`config.mk`:
```
export PLATFORM = sky130hd
export DESIGN_NAME = gpio_port
export DESIGN_NICKNAME = d
export VERILOG_FILES = /design/src/rtl/gpio_pkg.sv /design/src/rtl/gpio_rst_sync.sv /design/src/rtl/gpio_regfile.sv /design/src/rtl/gpio_padctl.sv /design/src/rtl/gpio_rdmux.sv /design/src/rtl/gpio_port.sv
export SDC_FILE = /design/constraint.sdc
export NUM_CORES = 1
export LEC_CHECK = 0
export ABC_AREA = 1
export BUFFER_PORTS_ARGS = -buffer_cell sky130_fd_sc_hd__buf_4
export CAP_MARGIN = 30
export CELL_PAD_IN_SITES_DETAIL_PLACEMENT = 1
export CELL_PAD_IN_SITES_GLOBAL_PLACEMENT = 2
export CORE_MARGIN = 1
export CORE_UTILIZATION = 22
export DETAILED_ROUTE_END_ITERATION = 12
export GPL_TIMING_DRIVEN = 0
export PLACE_DENSITY_LB_ADDON = 0.1
export SYNTH_ARGS = -nofsm -noshare
export SYNTH_HDL_FRONTEND = slang
export SYNTH_HIERARCHICAL = 1
export SYNTH_SLANG_ARGS = --single-unit
```
`constraint.sdc`:
```
create_clock -name clk -period 1.8 [get_ports clk]
set_clock_uncertainty 0.2 [all_clocks]
set_input_delay 0.09 -clock clk [delete_from_list [all_inputs] [get_ports clk]]
set_output_delay 0.09 -clock clk [all_outputs]
set_load 0.02 [all_outputs]
```
`src/rtl/gpio_pkg.sv`:
```
package gpio_pkg;
  localparam int REG_W = 8;

  typedef enum logic [1:0] {
    LP_RUN   = 2'b00,
    LP_LIGHT = 2'b01,
    LP_DEEP  = 2'b10,
    LP_DEEP2 = 2'b11
  } lp_mode_e;

  typedef enum logic [1:0] {
    A_LATCH = 2'd0,
    A_DIR   = 2'd1,
    A_PUE   = 2'd2,
    A_NONE  = 2'd3
  } reg_addr_e;

  function automatic logic is_deep(input logic [1:0] m);
    return m[1];
  endfunction
endpackage

```
`src/rtl/gpio_rst_sync.sv`:
```
module gpio_rst_sync #(
  parameter int STAGES = 2
) (
  input  logic clk,
  input  logic arst_n,
  output logic srst_n
);
  logic [STAGES-1:0] chain_q, chain_d;

  always_comb chain_d = {chain_q[STAGES-2:0], 1'b1};

  always_ff @(posedge clk or negedge arst_n) begin
    if (!arst_n) chain_q <= '0;
    else         chain_q <= chain_d;
  end

  assign srst_n = chain_q[STAGES-1];
endmodule

```
`src/rtl/gpio_regfile.sv`:
```
module gpio_regfile
  import gpio_pkg::*;
#(
  parameter int NPINS = 5
) (
  input  logic             clk,
  input  logic             rst_n,
  input  logic             wr_en,
  input  logic [1:0]       addr,
  input  logic [REG_W-1:0] wdata,
  input  logic [1:0]       mode,
  output logic [NPINS-1:0] dat_q,
  output logic [NPINS-1:0] dir_q,
  output logic [NPINS-1:0] pue_q
);
  logic [NPINS-1:0] dat_d, dir_d, pue_d;
  logic             wipe, run_wr;

  assign wipe   = is_deep(mode);
  assign run_wr = wr_en && (mode == LP_RUN);

  always_comb begin
    dat_d = dat_q;
    dir_d = dir_q;
    pue_d = pue_q;
    if (wipe) begin
      dat_d = '0;
      dir_d = '0;
      pue_d = '0;
    end else if (run_wr) begin
      unique case (addr)
        A_LATCH: dat_d = wdata[NPINS-1:0];
        A_DIR:   dir_d = wdata[NPINS-1:0];
        A_PUE:   pue_d = wdata[NPINS-1:0];
        default: ;
      endcase
    end
  end

  always_ff @(posedge clk or negedge rst_n) begin
    if (!rst_n) begin
      dat_q <= '0;
      dir_q <= '0;
      pue_q <= '0;
    end else begin
      dat_q <= dat_d;
      dir_q <= dir_d;
      pue_q <= pue_d;
    end
  end

  assert_deep_wipe_R9: assert property (@(posedge clk) disable iff (!rst_n)
    is_deep(mode) |=> (dat_q == '0 && dir_q == '0 && pue_q == '0));

  assert_light_hold_R10: assert property (@(posedge clk) disable iff (!rst_n)
    (mode == LP_LIGHT) |=> ($stable(dat_q) && $stable(dir_q) && $stable(pue_q)));

  assert_dir_write_R2: assert property (@(posedge clk) disable iff (!rst_n)
    (wr_en && mode == LP_RUN && addr == A_DIR) |=> (dir_q == $past(wdata[NPINS-1:0])));
endmodule

```
`src/rtl/gpio_padctl.sv`:
```
module gpio_padctl #(
  parameter int NPINS = 5
) (
  input  logic             clk,
  input  logic             rst_n,
  input  logic             quiesce,
  input  logic [NPINS-1:0] dat,
  input  logic [NPINS-1:0] dir,
  input  logic [NPINS-1:0] pue,
  input  logic [NPINS-1:0] periph_oe,
  input  logic [NPINS-1:0] periph_out,
  input  logic [NPINS-1:0] analog_own,
  output logic [NPINS-1:0] pad_out,
  output logic [NPINS-1:0] pad_oe,
  output logic [NPINS-1:0] pad_ie,
  output logic [NPINS-1:0] pad_pu
);
  for (genvar i = 0; i < NPINS; i++) begin : g_pin
    logic live, driven;
    always_comb begin
      live      = !quiesce && !analog_own[i];
      driven    = periph_oe[i] || dir[i];
      pad_oe[i] = live && driven;
      pad_ie[i] = live;
      pad_out[i] = live && (periph_oe[i] ? periph_out[i] : dat[i]);
      pad_pu[i] = live && pue[i] && !driven;
    end
  end

  assert_pu_yield_R6: assert property (@(posedge clk) disable iff (!rst_n)
    (pad_pu & (periph_oe | dir | analog_own)) == '0);

  assert_analog_off_R8: assert property (@(posedge clk) disable iff (!rst_n)
    ((pad_oe | pad_ie | pad_pu | pad_out) & analog_own) == '0);

  assert_periph_drive_R7: assert property (@(posedge clk) disable iff (!rst_n)
    ((periph_oe & ~analog_own & ~pad_oe) == '0) || quiesce);
endmodule

```
`src/rtl/gpio_rdmux.sv`:
```
module gpio_rdmux
  import gpio_pkg::*;
#(
  parameter int NPINS = 5
) (
  input  logic [1:0]       addr,
  input  logic [NPINS-1:0] dat,
  input  logic [NPINS-1:0] dir,
  input  logic [NPINS-1:0] pue,
  input  logic [NPINS-1:0] pin_in,
  input  logic [NPINS-1:0] pad_ie,
  output logic [REG_W-1:0] rdata
);
  logic [NPINS-1:0] sel;

  always_comb begin
    unique case (addr)
      A_LATCH: sel = (dir & dat) | (~dir & pin_in & pad_ie);
      A_DIR:   sel = dir;
      A_PUE:   sel = pue;
      default: sel = '0;
    endcase
    rdata = '0;
    rdata[NPINS-1:0] = sel;
  end
endmodule

```
`src/rtl/gpio_port.sv`:
```
module gpio_port
  import gpio_pkg::*;
#(
  parameter int NPINS    = 5,
  parameter int SYNC_STG = 2
) (
  input  logic             clk,
  input  logic             rst_n,
  input  logic [1:0]       bus_addr,
  input  logic             bus_wr,
  input  logic [REG_W-1:0] bus_wdata,
  output logic [REG_W-1:0] bus_rdata,
  input  logic [1:0]       lp_mode,
  input  logic [NPINS-1:0] pin_in,
  input  logic [NPINS-1:0] periph_oe,
  input  logic [NPINS-1:0] periph_out,
  input  logic [NPINS-1:0] analog_own,
  output logic [NPINS-1:0] pad_out,
  output logic [NPINS-1:0] pad_oe,
  output logic [NPINS-1:0] pad_ie,
  output logic [NPINS-1:0] pad_pu
);
  logic             srst_n;
  logic             quiesce;
  logic [NPINS-1:0] dat_q, dir_q, pue_q;

  gpio_rst_sync #(.STAGES(SYNC_STG)) u_rst (
    .clk(clk), .arst_n(rst_n), .srst_n(srst_n)
  );

  gpio_regfile #(.NPINS(NPINS)) u_regs (
    .clk(clk), .rst_n(srst_n), .wr_en(bus_wr), .addr(bus_addr),
    .wdata(bus_wdata), .mode(lp_mode),
    .dat_q(dat_q), .dir_q(dir_q), .pue_q(pue_q)
  );

  assign quiesce = !srst_n || is_deep(lp_mode);

  gpio_padctl #(.NPINS(NPINS)) u_pad (
    .clk(clk), .rst_n(srst_n), .quiesce(quiesce),
    .dat(dat_q), .dir(dir_q), .pue(pue_q),
    .periph_oe(periph_oe), .periph_out(periph_out), .analog_own(analog_own),
    .pad_out(pad_out), .pad_oe(pad_oe), .pad_ie(pad_ie), .pad_pu(pad_pu)
  );

  gpio_rdmux #(.NPINS(NPINS)) u_rd (
    .addr(bus_addr), .dat(dat_q), .dir(dir_q), .pue(pue_q),
    .pin_in(pin_in), .pad_ie(pad_ie), .rdata(bus_rdata)
  );

  if (NPINS < REG_W) begin : g_rsv
    assert_reserved_zero_R11: assert property (@(posedge clk) disable iff (!srst_n)
      bus_rdata[REG_W-1:NPINS] == '0);
  end

  assert_deep_pads_R9: assert property (@(posedge clk) disable iff (!srst_n)
    is_deep(lp_mode) |-> (pad_oe == '0 && pad_ie == '0 && pad_pu == '0 && pad_out == '0));
endmodule

```
==> out/results.txt, run 1 <==
Status - finished, violations left
Violated checks - negative hold slack
Number of global-route vias before repair - 1,437
Worst EP arrival - 1.44 ns
Number of fillers in the final layout - 733
Min cycle time layout - 1.734 ns
Met2 usage - 23.16%
DRC violations left - 0
Setup Crit Path Kind - reg -> out
Worst-path clk slew - 0.07 ns
Seq pwr share - 43.5%
Final Cycle Share - 96.33%
P per Cell Area - 470.8 mW/mm^2
Mux share of post-synthesis cell area - 0%
RSZ-0062 raised after global routing - yes
First-pass GRT wire length - 6858 um
Area grow syn2layout - 53.47%
Total Wirelength - 4020 um
Post-Synth Adder-Cell Area - 0%
Int Pwr - 0.0006581 W
DP Area - 0.001799 mm^2
Detail Route Antenna Nets - 0
Switching power - 0.0002667 W
Hold Vio Cnt, Final - 1
CTS buffer count - 3
CTS max path bufs - 2
Post-Synth XOR/XNOR Area - 0%
Core Box Area - 0.005540 mm^2
Post-DR wirelength/cell - 11.59 um
Diode count - 0
Cell Area, Synth - 0.001280 mm^2
Synth cell types - 13
Die Y - 78.28 um
Area share of and/or/nand/nor cells after synthesis - 47.51%
CTS tree - yes
Placer congestion estimate - 0.7079
# port buffers - 56
Initial Utilization - 23.10%
Hold Path Class - in -> reg
Layout cells sized above 1 - 32.36%
Pwr Total - 0.0009248 W
Fin area - 0.001964 mm^2
Leakage - 1.108 nW
Met3 layer usage reported by global route - 1.512%
Register area share after synthesis - 33.24%
GR Util met1 - 19.70%
CTS Sinks - 17
HPWL Detailed - 3228 um
Vias per cell - 4.141
H-tree depth - 1
Clk network pwr share - 30.4%
Top Ports - 63
Peak supply drop - 231.1 uV
Crit-path max FO - 5
Setup-failing EPs final - 0
Total iterations of the first detailed-routing run - 4
Element type at the critical path start - register
Fin nets - 311
GR Overflow Total - 0
Critical Path RT - 1.51 ns
DR vias - 1,437
Row cnt - 27
1st-iter DRT viols - 33
Clk root buf - clkbuf_8
Initial antenna violation count - 0
Synth Instances - 207
Max Cap Viol - 0
Skew-Pair Late Insertion Delay - 0.25 ns
Busiest layer in global routing - met2
#FFs+latches synth - 17
Gate power share - 26.1%
Multi-input logic area - 706.9 um^2
Main combinational cell family by area after synthesis - simple AND/OR/NAND/NOR gates
Synth warnings - 6
Switching share of power - 28.84%
GR Util All Layers - 14.11%
Crit end category - output pin
Sequential cell area - 429.2 um^2
Slew Viols, Final - 0
Die span in x - 78.28 um
Util after Layout - 35.46%
Hold slack - -0.0002819 ns
Pin count of the biggest net entering global routing - 16
Full die area - 0.006127 mm^2
Max frequency - 576.7 MHz
Syn Area/Cell - 6.183 um^2
Compound-cell area share of the yosys netlist - 2.346%
==> critical path, stage by stage, from the launching register on <==
cell and delay, ns:
dfrtp_4 0.45, nand2_8 0.10, nor2_4 0.15, buf_4 0.12, inv_1 0.03, nor2_1 0.07, nand3_1 0.08, nand3_2 0.08
buf_6 0.11
==> cells by family after synthesis <==
logic type	Yosys count
buffers and inverters	47
flip-flops	17
other	2
AO/OA/AOI/OAI	4
AND/OR/NAND/NOR	137
==> placed cells by master, fill, tap and decap left out, drive strengths merged <==
cell / count
nand2: 51
buf: 69
nor2: 45
dlygate4sd3: 3
inv: 37
o21a: 4
nand3: 41
dfrtp: 17
clkbuf: 4
conb: 4
==> sequential cells by signal, summed over array words and instances (netlist names) <==
name,count
u_rst/chain_q,2
u_regs/dat_q,5
u_regs/dir_q,5
u_regs/pue_q,5
==> final cells by class <==
type	instances	share of cell area (%)
multi-input cells	145	35.99
repair buffers	63	25.03
flip-flops and latches	17	21.85
plain buffers	9	3.185
clock buffers	4	2.293
inverters	37	7.070
well taps	72	4.586
==> metal layers <==
| layer | up-vias | share of wire, % |
|---|---|---|
| met3 | 2 | 4.7 |
| met1 | 643 | 51 |
| met4 | 0 | 0.42 |
| li1 | 754 | - |
| met5 | - | 0 |
| met2 | 38 | 44 |
==> timing repair <==
item                                    CTS  global route
gates resized for setup                  14             3
hold endpoints to repair                  7             0
setup buffers                             1             3
endpoints found under the setup margin   25             5
hold buffers                              3             0
pin swaps                                 1             7
==> stage by stage <==
| stage | TNS (ns) | hold slack, ns | instances | worst slack, ns |
|---|---|---|---|---|
| after detailed placement | -2.256 | -0.3213 | 337 | -0.3047 |
| after CTS | 0 | 0.0007782 | 345 | 0.01290 |
| after global placement | -3.175 | -0.3272 | 337 | -0.3485 |
| after global routing | -0.04975 | 0.02140 | 347 | -0.02647 |
| final | 0 | -0.0002819 | 347 | 0.06607 |
| after floorplan | 0 | -0.4056 | 209 | 0.1349 |
==> power by group through the flow <==
stage / sequential, W / combinational [W] / clock, W
2_1_floorplan: 0.000409 / 0.000109 / 0
3_3_place_gp: 0.000415 / 0.000215 / 0
3_5_place_dp: 0.000415 / 0.000215 / 0
4_1_cts: 0.000403 / 0.000242 / 0.000289
5_1_grt: 0.000404 / 0.000268 / 0.000305
6_report: 0.000402 / 0.000241 / 0.000281
==> worst paths after layout <==
| path | start | endpoint | slack, ns | cells after the start |
|---|---|---|---|---|
| worst max-delay path | u_rst/chain_q[1] | bus_rdata[3] | 0.07 | 8 |
| worst min-delay path | lp_mode[1] | u_regs/pue_q[2] | -0.0003 | 4 |
| worst max register to register | u_regs/dir_q[2] | u_regs/dir_q[2] | 0.87 | 2 |
| worst min register to register | u_rst/chain_q[1] | u_regs/pue_q[0] | 0.13 | 1 |
| max in group asynchronous | rst_n | u_rst/chain_q[1] | 0.75 | 3 |
| min in group asynchronous | u_rst/chain_q[1] | u_regs/pue_q[0] | 0.13 | 1 |
==> cell usage after synthesis <==
cell | number | share of area (%)
buf_4 | 8 | 4.7
inv_2 | 1 | 0.29
nand2_1 | 51 | 15
dfrtp_1 | 17 | 33
nor2_4 | 2 | 1.8
nor2_2 | 3 | 1.5
inv_1 | 36 | 11
nand3_2 | 4 | 3.1
nand3_1 | 37 | 14
buf_2 | 2 | 0.78
o21a_1 | 4 | 2.3
conb_1 | 2 | 0.59
nor2_1 | 40 | 12
(Power assumes the default switching activity.)
==> run 2: changes to the inputs <==
Settings changed: BUFFER_PORTS_ARGS -buffer_cell sky130_fd_sc_hd__buf_4 to -buffer_cell sky130_fd_sc_hd__buf_2.
==> run 2 against run 1 <==
The run now ends clean. Routed wire length up 2.3%. Critical endpoint is now bus_rdata[4]. Global-route usage up 0.17 points. Largest cell class unchanged. Sequential share of layout area up 0.45 points.
==> out/results.txt, run 2 (synthesis results as in run 1) <==
Number of global-route vias before repair - 1,452 (+1.0%)
Placer congestion estimate - 0.6711 (-5.2%)
Total iterations of the first detailed-routing run - 4 (unchanged)
Final worst setup slack - 0.08113 ns (+0.01506 ns)
Row cnt - 27 (unchanged)
GR Overflow Total - 0 (unchanged)
Fin nets - 319 (+2.6%)
Post-DR wirelength/cell - 11.58 um (about the same)
Hold Vio Cnt, Final - 0 (-1)
Die span in x - 78.28 um (unchanged)
Setup-failing EPs final - 0 (unchanged)
Busiest layer in global routing - met2
Switching share of power - 30.58% (+1.7 points)
Number of fillers in the final layout - 741 (+1.1%)
Clk root buf - clkbuf_8
H-tree depth - 1 (unchanged)
DR vias - 1,469 (+2.2%)
Area grow syn2layout - 50.34%
Status - completed
Critical path's largest stage delay - 0.51 ns (+0.06 ns)
Met3 layer usage reported by global route - 1.628% (+0.12 points)
Element type at the critical path start - register
Skew-Pair Late Insertion Delay - 0.25 ns (about the same)
Clk network pwr share - 31.5% (+1.1 points)
Pin count of the biggest net entering global routing - 16 (unchanged)
Full die area - 0.006127 mm^2 (unchanged)
Most common cell after layout, fill and taps aside - buf_2
Top Ports - 63 (unchanged)
Initial Utilization - 23.10% (unchanged)
HPWL Detailed - 3222 um (-0.18%)
Vias per cell - 4.138 (about the same)
Max frequency - 581.8 MHz (+0.88%)
Crit end category - output pin
CTS buffer count - 3 (unchanged)
Largest regs - u_regs/dat_q (5), u_regs/dir_q (5), u_regs/pue_q (5)
Crit path cell chain - nand2_8, nor2_4, buf_4, inv_1, nor2_2, nand3_2, nand3_2, buf_6
Peak supply drop - 282.9 uV (+22%)
Final Cycle Share - 95.49% (-0.84 points)
Gate power share - 24.8% (-1.3 points)
Met2 usage - 23.07% (-0.088 points)
Initial antenna violation count - 0 (unchanged)
Diode count - 0 (unchanged)
Worst EP arrival - 1.43 ns (about the same)
# port buffers - 56 (unchanged)
Slew Viols, Final - 0 (unchanged)
Max Cap Viol - 0 (unchanged)
Min cycle time layout - 1.719 ns (-0.01506 ns)
Hold Path Class - in -> reg
CTS tree - yes
Int Pwr - 0.0006404 W (-2.7%)
Util after Layout - 34.73% (-0.72 points)
Layout cells sized above 1 - 33.92% (+1.6 points)
Most frequent cells in the layout - buf_2 (54), nand2_1 (50), nand3_1 (36)
First-pass GRT wire length - 6851 um (-0.10%)
GR Util met1 - 19.55% (-0.16 points)
Switching power - 0.0002821 W (+5.8%)
Core Box Area - 0.005540 mm^2 (unchanged)
GR Util All Layers - 14.28% (+0.17 points)
CTS max path bufs - 2 (unchanged)
P per Cell Area - 479.4 mW/mm^2 (+1.8%)
Critical Path RT - 1.51 ns (about the same)
CTS Sinks - 17 (unchanged)
Slowest CP cell - dfrtp_4
Die Y - 78.28 um (unchanged)
Hold slack - 0.01569 ns (+0.01597 ns)
RSZ-0062 raised after global routing - yes
Most used cell, CP - nand3_2
Leakage - 1.113 nW (+0.47%)
1st-iter DRT viols - 25 (-24%)
Setup Crit Path Kind - reg -> out
Worst-path clk slew - 0.07 ns (about the same)
DRC violations left - 0 (unchanged)
Setup WS pre-CTS - -0.3323 ns (-0.02763 ns)
Crit-path max FO - 5 (unchanged)
Detail Route Antenna Nets - 0 (unchanged)
Seq pwr share - 43.7% (+0.2 points)
Total Wirelength - 4111 um (+2.3%)
[run 2: cell count changes in the layout (fill, tap and decap cells not counted), sizes merged]
cell | previous run | this run
dlygate4sd3 | 3 | 9
buf | 69 | 71
clkbuf | 4 | 3
clkinv | 0 | 1
[run 2: final timing paths]
check | depth (start not counted) | slack, ns | start | endpoint
setup / recovery | 8 | 0.08 | u_rst/chain_q[1] | bus_rdata[4]
min in group asynchronous | 1 | 0.12 | u_rst/chain_q[1] | u_regs/pue_q[1]
max in group asynchronous | 3 | 0.78 | rst_n | u_rst/chain_q[1]
hold / removal | 5 | 0.02 | bus_wr | u_regs/dir_q[4]
setup reg to reg | 2 | 0.86 | u_regs/dir_q[3] | u_regs/dir_q[3]
hold reg to reg | 1 | 0.12 | u_rst/chain_q[1] | u_regs/pue_q[1]
[run 2: repair_timing]
action,in CTS,in global routing
gates resized for setup,14,12
endpoints found under the setup margin,25,5
hold buffers,9,0
pin swaps,3,16
setup buffers,1,7
hold endpoints to repair,14,0
[run 2: layout make-up]
| class | count | area (um^2) | area share (%) |
|---|---|---|---|
| Inverter | 37 | 138.9 | 7.217 |
| Clock inverter | 1 | 5.005 | 0.2601 |
| Buffer | 7 | 47.55 | 2.471 |
| Clock buffer | 3 | 41.29 | 2.146 |
| Tap cell | 72 | 90.09 | 4.681 |
| Sequential cell | 17 | 429.2 | 22.30 |
| Timing Repair Buffer | 73 | 455.4 | 23.67 |
| Multi-Input combinational cell | 145 | 716.9 | 37.26 |
[run 2: critical path: cells and delay by family (launching register included)]
kind / cells / cell delay (ns)
DFF: 1 / 0.51
and+or+nand+nor: 5 / 0.35
buffers and inverters: 3 / 0.31
[run 2: power by group through the flow]
stage          Clock [W]  Sequential (W)  Combinational [W]
2_1_floorplan          0        0.000409           0.000109
3_3_place_gp           0        0.000415           0.000189
3_5_place_dp           0        0.000415           0.000190
4_1_cts         0.000298        0.000403           0.000224
5_1_grt         0.000307        0.000405           0.000256
6_report        0.000291        0.000403           0.000229
[run 2: through the flow]
stage          total power (W)  cell area (um^2)  cells    TNS [ns]
5_1_grt              0.0009677              1924    355  -0.0007333
4_1_cts              0.0009256              1859    351           0
6_report             0.0009225              1924    355           0
3_5_place_dp         0.0006047              1659    337      -2.776
2_1_floorplan        0.0005179              1289    209           0
3_3_place_gp         0.0006037              1659    337      -3.548
[run 2: metal layers]
layer	up-vias	wire length [um]
met3	4	169
met2	36	1853
met1	658	2047
met5	-	0
met4	0	41
li1	771	-
